File: src/rtl/wdt_idx_pkg.sv
package wdt_idx_pkg;
  localparam logic [7:0] IDX_CTRL   = 8'h37;
  localparam logic [7:0] IDX_ACTION = 8'h38;
  localparam logic [7:0] IDX_CMP0   = 8'h39;
  localparam logic [7:0] IDX_STATUS = 8'h3C;
  localparam logic [7:0] KEY_OPEN   = 8'h87;
  localparam logic [7:0] KEY_CLOSE  = 8'hAA;

  typedef struct packed {
    logic run;       // timer enabled level
    logic clearAll;  // one-cycle clear of counter and flag
  } wdtCmd_t;
endpackage

File: src/rtl/wdt_idx_ctrl.sv
module wdt_idx_ctrl
  import wdt_idx_pkg::*;
#(
  parameter int CMP_BYTES = 3,
  parameter logic [7:0] INDEX_PORT = 8'h22,
  parameter logic [7:0] DATA_PORT  = 8'h23,
  localparam int CNT_W = 8 * CMP_BYTES
) (
  input  logic             clk,
  input  logic             rstN,
  input  logic [7:0]       busAddr,
  input  logic             busWrEn,
  input  logic [7:0]       busWrData,
  output logic [7:0]       busRdData,
  input  logic             timeoutFlag,
  output wdtCmd_t          cmd,
  output logic [CNT_W-1:0] cmpValue,
  output logic [3:0]       actionSel
);
  logic [7:0] idxReg;
  logic       keySeen;
  logic       unlocked;
  logic [7:0] ctrlReg;
  logic [7:0] actReg;
  logic [5:0] statusLow;
  logic       idxWr;
  logic       dataWr;

  assign idxWr  = busWrEn && (busAddr == INDEX_PORT);
  assign dataWr = busWrEn && (busAddr == DATA_PORT) && unlocked;

  always_ff @(posedge clk) begin
    if (!rstN) begin
      idxReg   <= 8'h00;
      keySeen  <= 1'b0;
      unlocked <= 1'b0;
    end else if (idxWr) begin
      idxReg <= busWrData;
      if (busWrData == KEY_OPEN) begin
        if (keySeen) unlocked <= 1'b1;
        keySeen <= !keySeen;
      end else begin
        keySeen <= 1'b0;
        if (busWrData == KEY_CLOSE) unlocked <= 1'b0;
      end
    end
  end

  always_ff @(posedge clk) begin
    if (!rstN) begin
      ctrlReg   <= 8'h00;
      actReg    <= 8'h00;
      statusLow <= 6'h00;
    end else if (dataWr) begin
      case (idxReg)
        IDX_CTRL:   ctrlReg <= busWrData;
        IDX_ACTION: actReg  <= busWrData;
        IDX_STATUS: if (!busWrData[6]) statusLow <= busWrData[5:0];
        default: ;
      endcase
    end
  end

  for (genvar g = 0; g < CMP_BYTES; g++) begin : g_cmp
    localparam logic [7:0] MY_IDX = IDX_CMP0 + 8'(g);
    logic [7:0] cmpByte;
    always_ff @(posedge clk) begin
      if (!rstN) cmpByte <= 8'h00;
      else if (dataWr && idxReg == MY_IDX) cmpByte <= busWrData;
    end
    assign cmpValue[8*g +: 8] = cmpByte;
  end

  assign cmd.run      = ctrlReg[6];
  assign cmd.clearAll = dataWr &&
                        ((idxReg == IDX_CTRL && !busWrData[6]) ||
                         (idxReg == IDX_STATUS && busWrData[6]));
  assign actionSel    = actReg[7:4];

  always_comb begin
    busRdData = 8'h00;
    if (busAddr == INDEX_PORT) begin
      busRdData = idxReg;
    end else if (busAddr == DATA_PORT) begin
      if (!unlocked) begin
        busRdData = 8'hFF;
      end else begin
        case (idxReg)
          IDX_CTRL:   busRdData = ctrlReg;
          IDX_ACTION: busRdData = actReg;
          IDX_STATUS: busRdData = {timeoutFlag, 1'b0, statusLow};
          default:    busRdData = 8'h00;
        endcase
        for (int i = 0; i < CMP_BYTES; i++)
          if (idxReg == IDX_CMP0 + 8'(i)) busRdData = cmpValue[8*i +: 8];
      end
    end
  end

  // a closed window leaves configuration untouched
  assert_locked_ignore_R3: assert property (@(posedge clk) disable iff (!rstN)
    (!unlocked && busWrEn && busAddr == DATA_PORT)
      |=> ($stable(ctrlReg) && $stable(actReg) && $stable(statusLow) && $stable(cmpValue)));

  // the window can only open on an index-port key write
  assert_open_key_R2: assert property (@(posedge clk) disable iff (!rstN)
    $rose(unlocked) |-> ($past(idxWr) && $past(busWrData) == KEY_OPEN));
endmodule

File: src/rtl/wdt_idx_datapath.sv
module wdt_idx_datapath
  import wdt_idx_pkg::*;
#(
  parameter int CNT_W = 24,
  parameter int IRQ_W = 14
) (
  input  logic             clk,
  input  logic             rstN,
  input  logic             tickIn,
  input  wdtCmd_t          cmd,
  input  logic [CNT_W-1:0] cmpValue,
  input  logic [3:0]       actionSel,
  output logic             timeoutFlag,
  output logic             resetPulse,
  output logic [IRQ_W-1:0] irqOut
);
  logic [CNT_W-1:0] count;
  logic             hitNow;

  assign hitNow = cmd.run && !cmd.clearAll && !timeoutFlag && tickIn &&
                  (count >= cmpValue);

  always_ff @(posedge clk) begin
    if (!rstN) begin
      count       <= '0;
      timeoutFlag <= 1'b0;
      resetPulse  <= 1'b0;
    end else begin
      resetPulse <= hitNow && (actionSel == 4'd1);
      if (!cmd.run || cmd.clearAll) begin
        count       <= '0;
        timeoutFlag <= 1'b0;
      end else if (tickIn && !timeoutFlag) begin
        if (count >= cmpValue) timeoutFlag <= 1'b1;
        else                   count <= count + 1'b1;
      end
    end
  end

  for (genvar g = 0; g < IRQ_W; g++) begin : g_irq
    assign irqOut[g] = timeoutFlag && (actionSel == 4'(g + 2));
  end

  // after timeout the counter and flag hold until cleared
  assert_hold_R6: assert property (@(posedge clk) disable iff (!rstN)
    (timeoutFlag && cmd.run && !cmd.clearAll) |=> (timeoutFlag && $stable(count)));

  // a clear strobe drops the flag and counter
  assert_clear_R7: assert property (@(posedge clk) disable iff (!rstN)
    cmd.clearAll |=> (!timeoutFlag && count == '0));

  // timeout only arises on a tick
  assert_tick_only_R5: assert property (@(posedge clk) disable iff (!rstN)
    $rose(timeoutFlag) |-> $past(tickIn));

  // reset request lasts one cycle, interrupt lines one-hot at most
  assert_pulse_R9: assert property (@(posedge clk) disable iff (!rstN)
    resetPulse |=> !resetPulse);
  assert_onehot_R9: assert property (@(posedge clk) disable iff (!rstN)
    $onehot0(irqOut));
endmodule

File: src/rtl/wdt_indexed.sv
module wdt_indexed
  import wdt_idx_pkg::*;
#(
  parameter int CMP_BYTES = 3,
  parameter int IRQ_W = 14,
  parameter logic [7:0] INDEX_PORT = 8'h22,
  parameter logic [7:0] DATA_PORT  = 8'h23,
  localparam int CNT_W = 8 * CMP_BYTES
) (
  input  logic             clk,
  input  logic             rstN,
  input  logic [7:0]       busAddr,
  input  logic             busWrEn,
  input  logic [7:0]       busWrData,
  output logic [7:0]       busRdData,
  input  logic             tick,
  output logic             sysResetOut,
  output logic [IRQ_W-1:0] irqOut
);
  wdtCmd_t          cmd;
  logic [CNT_W-1:0] cmpValue;
  logic [3:0]       actionSel;
  logic             timeoutFlag;

  wdt_idx_ctrl #(
    .CMP_BYTES(CMP_BYTES), .INDEX_PORT(INDEX_PORT), .DATA_PORT(DATA_PORT)
  ) u_ctrl (
    .clk(clk), .rstN(rstN), .busAddr(busAddr), .busWrEn(busWrEn),
    .busWrData(busWrData), .busRdData(busRdData), .timeoutFlag(timeoutFlag),
    .cmd(cmd), .cmpValue(cmpValue), .actionSel(actionSel)
  );

  wdt_idx_datapath #(.CNT_W(CNT_W), .IRQ_W(IRQ_W)) u_dp (
    .clk(clk), .rstN(rstN), .tickIn(tick), .cmd(cmd), .cmpValue(cmpValue),
    .actionSel(actionSel), .timeoutFlag(timeoutFlag), .resetPulse(sysResetOut),
    .irqOut(irqOut)
  );
endmodule

File: config.mk
export PLATFORM = sky130hd
export DESIGN_NAME = wdt_indexed
export DESIGN_NICKNAME = d
export VERILOG_FILES = /design/src/rtl/wdt_idx_pkg.sv /design/src/rtl/wdt_idx_ctrl.sv /design/src/rtl/wdt_idx_datapath.sv /design/src/rtl/wdt_indexed.sv
export SDC_FILE = /design/constraint.sdc
export NUM_CORES = 1
export LEC_CHECK = 0
export BUFFER_PORTS_ARGS = -buffer_cell sky130_fd_sc_hd__buf_2
export CAP_MARGIN = 20
export CELL_PAD_IN_SITES_DETAIL_PLACEMENT = 1
export CELL_PAD_IN_SITES_GLOBAL_PLACEMENT = 1
export CORE_AREA = 2 2 116 118
export CTS_BUF_LIST = sky130_fd_sc_hd__clkbuf_8
export DETAILED_ROUTE_END_ITERATION = 10
export DIE_AREA = 0 0 118 120
export PLACE_DENSITY = 0.8
export REMOVE_ABC_BUFFERS = 1
export SLEW_MARGIN = 20
export SYNTH_ARGS = -nofsm -noshare
export SYNTH_HDL_FRONTEND = slang
export SYNTH_SLANG_ARGS = --single-unit
File: constraint.sdc
create_clock -name clk -period 3 [get_ports clk]
set_input_delay 0.45 -clock clk [delete_from_list [all_inputs] [get_ports clk]]
set_output_delay 0.45 -clock clk [all_outputs]
set_load 0.05 [all_outputs]
Word level (Yosys, flattened, before mapping)
Index checks and enable logic that the tools add are counted.
{"block": "classes", "n_bitwise": 3, "n_reduce_logical": 44, "mux": 11, "addsub": 1, "n_eq_ne": 26, "magnitude_cmp": 1}
{"op": "8-bit by 6-bit equality test with 1-bit output, second input constant", "n": 8}
{"op": "8-bit 2-to-1 mux", "n": 6}
{"op": "4-bit equality test, second input constant", "n": 8}
{"op": "1-bit logical AND", "n": 29}
{"op": "24-bit by 1-bit adder with 24-bit output, second input constant", "n": 1}
{"op": "24-bit >= comparator", "n": 1}
{"op": "8-bit case mux with 3 select lines", "n": 1}
{"op": "4-bit by 3-bit equality test with 1-bit output, second input constant", "n": 4}
{"op": "8-bit equality test, second input constant", "n": 2}
{"op": "4-bit by 2-bit equality test with 1-bit output, second input constant", "n": 2}
{"op": "2-bit AND reduction", "n": 4}
{"op": "3-bit AND reduction", "n": 2}
{"op": "1-bit logical NOT", "n": 5}
{"op": "4-bit by 1-bit equality test with 1-bit output, second input constant", "n": 1}
{"op": "1-bit 2-to-1 mux", "n": 4}
{"op": "1-bit inverter", "n": 3}
{"op": "1-bit logical OR", "n": 2}
{"op": "2-bit by 1-bit inequality test with 1-bit output, second input constant", "n": 1}
{"op": "2-bit nonzero test", "n": 1}
{"op": "2-bit OR reduction", "n": 1}
{"block": "totals", "elab_cells": 98, "input_bits": 20, "output_inout_bits": 23, "register_bits": 82}

Logic depth before layout (Yosys ltp)
{"block": "depth", "word_depth": 10, "mapped_depth": 10, "depth_no_buf": 8}

Cells and area by module
From an unflattened synthesis, not the netlist that was laid out.
{"block": "unflattened", "cells_unflattened": 602, "hier_area_um2": 4938.5}
{"mod": "wdt_idx_ctrl", "cells_per_inst": 321, "n_inst": 1, "area_per_inst_um2": 2802.7, "seq_area_each_um2": 1121.1}
{"mod": "wdt_idx_datapath", "cells_per_inst": 281, "n_inst": 1, "area_per_inst_um2": 2135.8, "seq_area_each_um2": 520.5}

Worst setup path after synthesis
Ideal clock, no wire load.
{"block": "synth_timing", "kind": "reg-to-output", "from": "register u_ctrl.idxReg[0]", "to": "output busRdData[3]", "path_stages_with_launch": 7, "arrival_time_ps": 2844, "n_path_buf": 1, "path_slack_ps": -294, "t_required_ps": 2550, "path_cell_list": "dfxtp_1 -> buf_2 -> or2_2 -> nor3_1 -> a22o_1 -> nor3_1 -> nor4_1"}
{"block": "synth_via", "elab_chain_cells": 8, "word_cells_on_any_way": 13, "classes_between": "6 x eq/ne; 7 x mux"}
{"item": "start: declaration", "line_no": "wdt_idx_ctrl.sv:20", "rtl": "logic [7:0] idxReg;"}
{"item": "start signal: assignment", "line_no": "wdt_idx_ctrl.sv:38", "rtl": "idxReg <= busWrData;"}
{"item": "8-bit by 6-bit equality test with 1-bit output", "line_no": "wdt_idx_ctrl.sv:88", "rtl": "case (idxReg)"}
{"item": "8-bit case mux with 3 select lines", "line_no": "wdt_idx_ctrl.sv:88"}
{"item": "8-bit 2-to-1 mux (2 in series)", "line_no": "wdt_idx_ctrl.sv:95", "rtl": "if (idxReg == IDX_CMP0 + 8'(i)) busRdData = cmpValue[8*i +: 8];"}
{"item": "8-bit 2-to-1 mux (*)", "line_no": "wdt_idx_ctrl.sv:95"}
{"item": "8-bit 2-to-1 mux (*)", "line_no": "wdt_idx_ctrl.sv:85", "rtl": "if (!unlocked) begin"}
{"item": "8-bit 2-to-1 mux (*)", "line_no": "wdt_idx_ctrl.sv:84", "rtl": "end else if (busAddr == DATA_PORT) begin"}
{"item": "8-bit 2-to-1 mux (*)", "line_no": "wdt_idx_ctrl.sv:82", "rtl": "if (busAddr == INDEX_PORT) begin"}
{"item": "end: declaration", "line_no": "wdt_indexed.sv:15", "rtl": "output logic [7:0] busRdData,"}
Mark *: on every way between the ends. The rest lies on a longest branch, timed or not.

Final worst setup path
{"block": "layout_timing", "from": "register u_ctrl.idxReg[0]", "to": "output busRdData[4]"}
Same word-level chain as after synthesis.

==> metrics.csv <==
metric,value,unit
cell mode on critical path,buf_4,
max_slew headroom,0.5354,
Leak,1.930,nW
Max Fclk,0.3575,GHz
Final HPWL DP,11.34,mm
H-tree Lvls,3,
CTS tree,built,
Global Route Usage Sum,0.2207,
clk_lat worst skew,0.38,ns
CTS Buffer Depth,2,
ratio of final minimum period to clock period,0.9324,
max-slew violations,0,
Synth Instances,590,
I/O pins,43,
Synth async-reset ratio,0,
CTS root buf,clkbuf_8,
placed instance count,786,
Initial DRC Count,265,
peak fanout along the critical path,12,
initial antenna violation count,0,
Worst-path clk slew,0.09,ns
"Seq/Total Area, Yosys",0.3254,
largest net degree at the start of global routing,39,
share of cells above drive strength 1,0.1422,
Inserted Clock Buffers,9,
fillers,1592,
Layout area overhead,11.46,%
ordered cell list for the critical path,buf_4 -> or2_2 -> nor3_2 -> buf_4 -> a22o_1 -> nor3_1 -> nor4_1 -> clkbuf_4,
final core occ,0.4332,
MaxCap Viol Count,0,
Worst setup SP type,flop,
"non-filler cells, final",802,
most frequent cells in the layout,"dfxtp_1, mux2i_1, nor2b_1, a21oi_1, buf_2",
Worst Hold Slack,0.3595,ns
total number of vias,4520,
post-route ant nets,0,
die width,118,um
first-pass GRT wire length,24.67,mm
# rows,42,
clock sink count,82,
status,"complete, no violations",
First-pass DRT Iterations,4,
worst setup path class,flop to output port,
Yosys reg bits,82,
final WL,15.06,mm
Final Critical Period,2.797,ns
Crit-path slowest cell,dfxtp_1,
worst endpoint required time,2.55,ns
clk_skew,0.02159,ns
Power Density,339.3,nW/um^2
Overflow after GRT,0,
"most common cell after layout, fill and taps aside",dfxtp_1,
n_diodes,0,
R2R Setup Slk,0.44,ns
CP endpoint kind,output port,
CORE AREA,12980,sq um
number of synthesized flops with an enable pin,0,
Final Setup Violations,0,
Mean Syn Cell Area,8.551,sq um
Yosys warnings,0,
Hold Path Class,primary input to flop,
dominant synthesized flop cell,dfxtp_1,
die area,14160,sq um
# hold bufs at CTS,0,
vias in the first global route,4724,
DR WL/cell,18.78,um
RSZ-0062 raised after global routing,false,
Fin Setup TNS,0,ns
design area,5623,sq um
worst slew pin tran,0.6970,ns
PortBufs,42,
DP Area,5413,sq um
Via density,5.636,
crit-path max cell delay,0.35,ns
Starting Density,0.3887,
final count of hold timing violations,0,
Final nets,666,
GPL Wtd Cong,0.8626,
CP Data Arrival Time,2.35,ns
Die Ht,120,um
library cells used by synthesis,60,
Syn Std Cell Area,5045,sq um
Worst VDD drop,0.2102,mV
DRC Markers,0,
## Yosys cell counts, types with 2 or more instances
| library cell | count | area share |
|---|---|---|
| ha_1 | 25 | 0.062 |
| a31oi_1 | 4 | 0.0050 |
| nor4bb_1 | 2 | 0.0040 |
| a21oi_1 | 37 | 0.037 |
| nand3_1 | 15 | 0.015 |
| inv_1 | 34 | 0.025 |
| a22oi_1 | 3 | 0.0045 |
| or4b_1 | 2 | 0.0040 |
| mux2i_1 | 66 | 0.13 |
| a21boi_0 | 2 | 0.0030 |
| buf_1 | 2 | 0.0015 |
| or3_1 | 5 | 0.0062 |
| o31ai_1 | 14 | 0.021 |
| and3_1 | 4 | 0.0050 |
| nor3_4 | 4 | 0.013 |
| nand2b_1 | 8 | 0.0099 |
| dfxtp_1 | 82 | 0.33 |
| nor2_1 | 33 | 0.025 |
| o21a_1 | 3 | 0.0045 |
| or4_1 | 13 | 0.019 |
| nand4_1 | 11 | 0.014 |
| buf_6 | 2 | 0.0045 |
| nor2b_1 | 59 | 0.073 |
| a211oi_1 | 3 | 0.0045 |
| o211ai_1 | 4 | 0.0060 |
| nor4_1 | 7 | 0.0087 |
| a22o_1 | 4 | 0.0069 |
| nand2_1 | 32 | 0.024 |
| and4_1 | 3 | 0.0052 |
| buf_2 | 14 | 0.014 |
| nor3_1 | 24 | 0.024 |
| o21ai_0 | 19 | 0.019 |
| nand3b_1 | 4 | 0.0060 |
| clkbuf_1 | 18 | 0.013 |
| o32ai_1 | 2 | 0.0035 |
| o311ai_0 | 2 | 0.0035 |
## per-stage QoR
step | power [W] | setup WS, ns
floorplan | 0.001136 | -0.5683
global placement | 0.001184 | 0.3492
detailed placement | 0.001186 | 0.3079
CTS | 0.001935 | 0.03752
global route | 0.001982 | 0.02497
finish | 0.001908 | 0.2029
## worst max-delay path, delay by kind of cell (launching register included)
kind / cells / cell delay (ns)
AO/OA/AOI/OAI: 1 / 0.16
buffers and inverters: 3 / 0.65
flip-flops: 1 / 0.35
AND/OR/NAND/NOR: 4 / 0.80
## logic make-up (layout without fill, tap and decap cells)
| family | Yosys count | count (layout) | share of synthesized area |
|---|---|---|---|
| AO/OA/AOI/OAI | 105 | 105 | 0.1327 |
| multiplexers | 67 | 67 | 0.1332 |
| buffers and inverters | 70 | 106 | 0.05853 |
| AND/OR/NAND/NOR | 241 | 241 | 0.2882 |
| adder cells (fa/ha/maj) | 25 | 25 | 0.06200 |
| flip-flops | 82 | 82 | 0.3254 |
## cell type report
cell class | count | area [sq um] | area share
inverter | 34 | 127.6 | 0.02270
clock inverter | 7 | 45.04 | 0.008011
tap | 176 | 220.2 | 0.03916
sequential | 82 | 1642 | 0.2919
timing repair buffer | 56 | 327.8 | 0.05830
clock buffer | 9 | 123.9 | 0.02203
multi-input combinational | 438 | 3137 | 0.5579
## metal layers
| layer | track usage | up-vias | share of wire |
|---|---|---|---|
| li1 | - | 2182 | - |
| met1 | 0.2811 | 2225 | 0.45 |
| met2 | 0.3761 | 88 | 0.49 |
| met3 | 0.04040 | 25 | 0.044 |
| met4 | 0.07530 | 0 | 0.021 |
| met5 | 0 | - | 0 |
## flip-flops by register name (all words and copies together) (netlist names)
register / cells
u_ctrl.actReg: 8
u_ctrl.ctrlReg: 8
u_ctrl.g_cmp.cmpByte: 24
u_ctrl.idxReg: 8
u_ctrl.keySeen: 1
u_ctrl.statusLow: 6
u_ctrl.unlocked: 1
u_dp.count: 24
u_dp.resetPulse: 1
u_dp.timeoutFlag: 1
## report_power, final
part | switching [W] | internal [W]
clock | 0.000447 | 0.000299
combinational | 0.0000464 | 0.0000273
sequential | 0.000000182 | 0.00109
## what timing repair did
action | 4_1_cts | 5_1_grt
hold endpoints to repair | 0 | 0
buffers inserted | 0 | 0
endpoints found under the setup margin | 4 | 6
cloned | 0 | 0
resized for setup | 4 | 14
## final timing paths
path                       to  depth (start not counted)                        from
max reg2reg     u_dp.count[7]                          9  u_ctrl.g_cmp[2].cmpByte[5]
min reg2reg    u_dp.count[23]                          2              u_dp.count[23]
max              busRdData[4]                          8            u_ctrl.idxReg[0]
min          u_dp.timeoutFlag                          3                        tick
No activity file was read; power rests on OpenSTA's default activity.
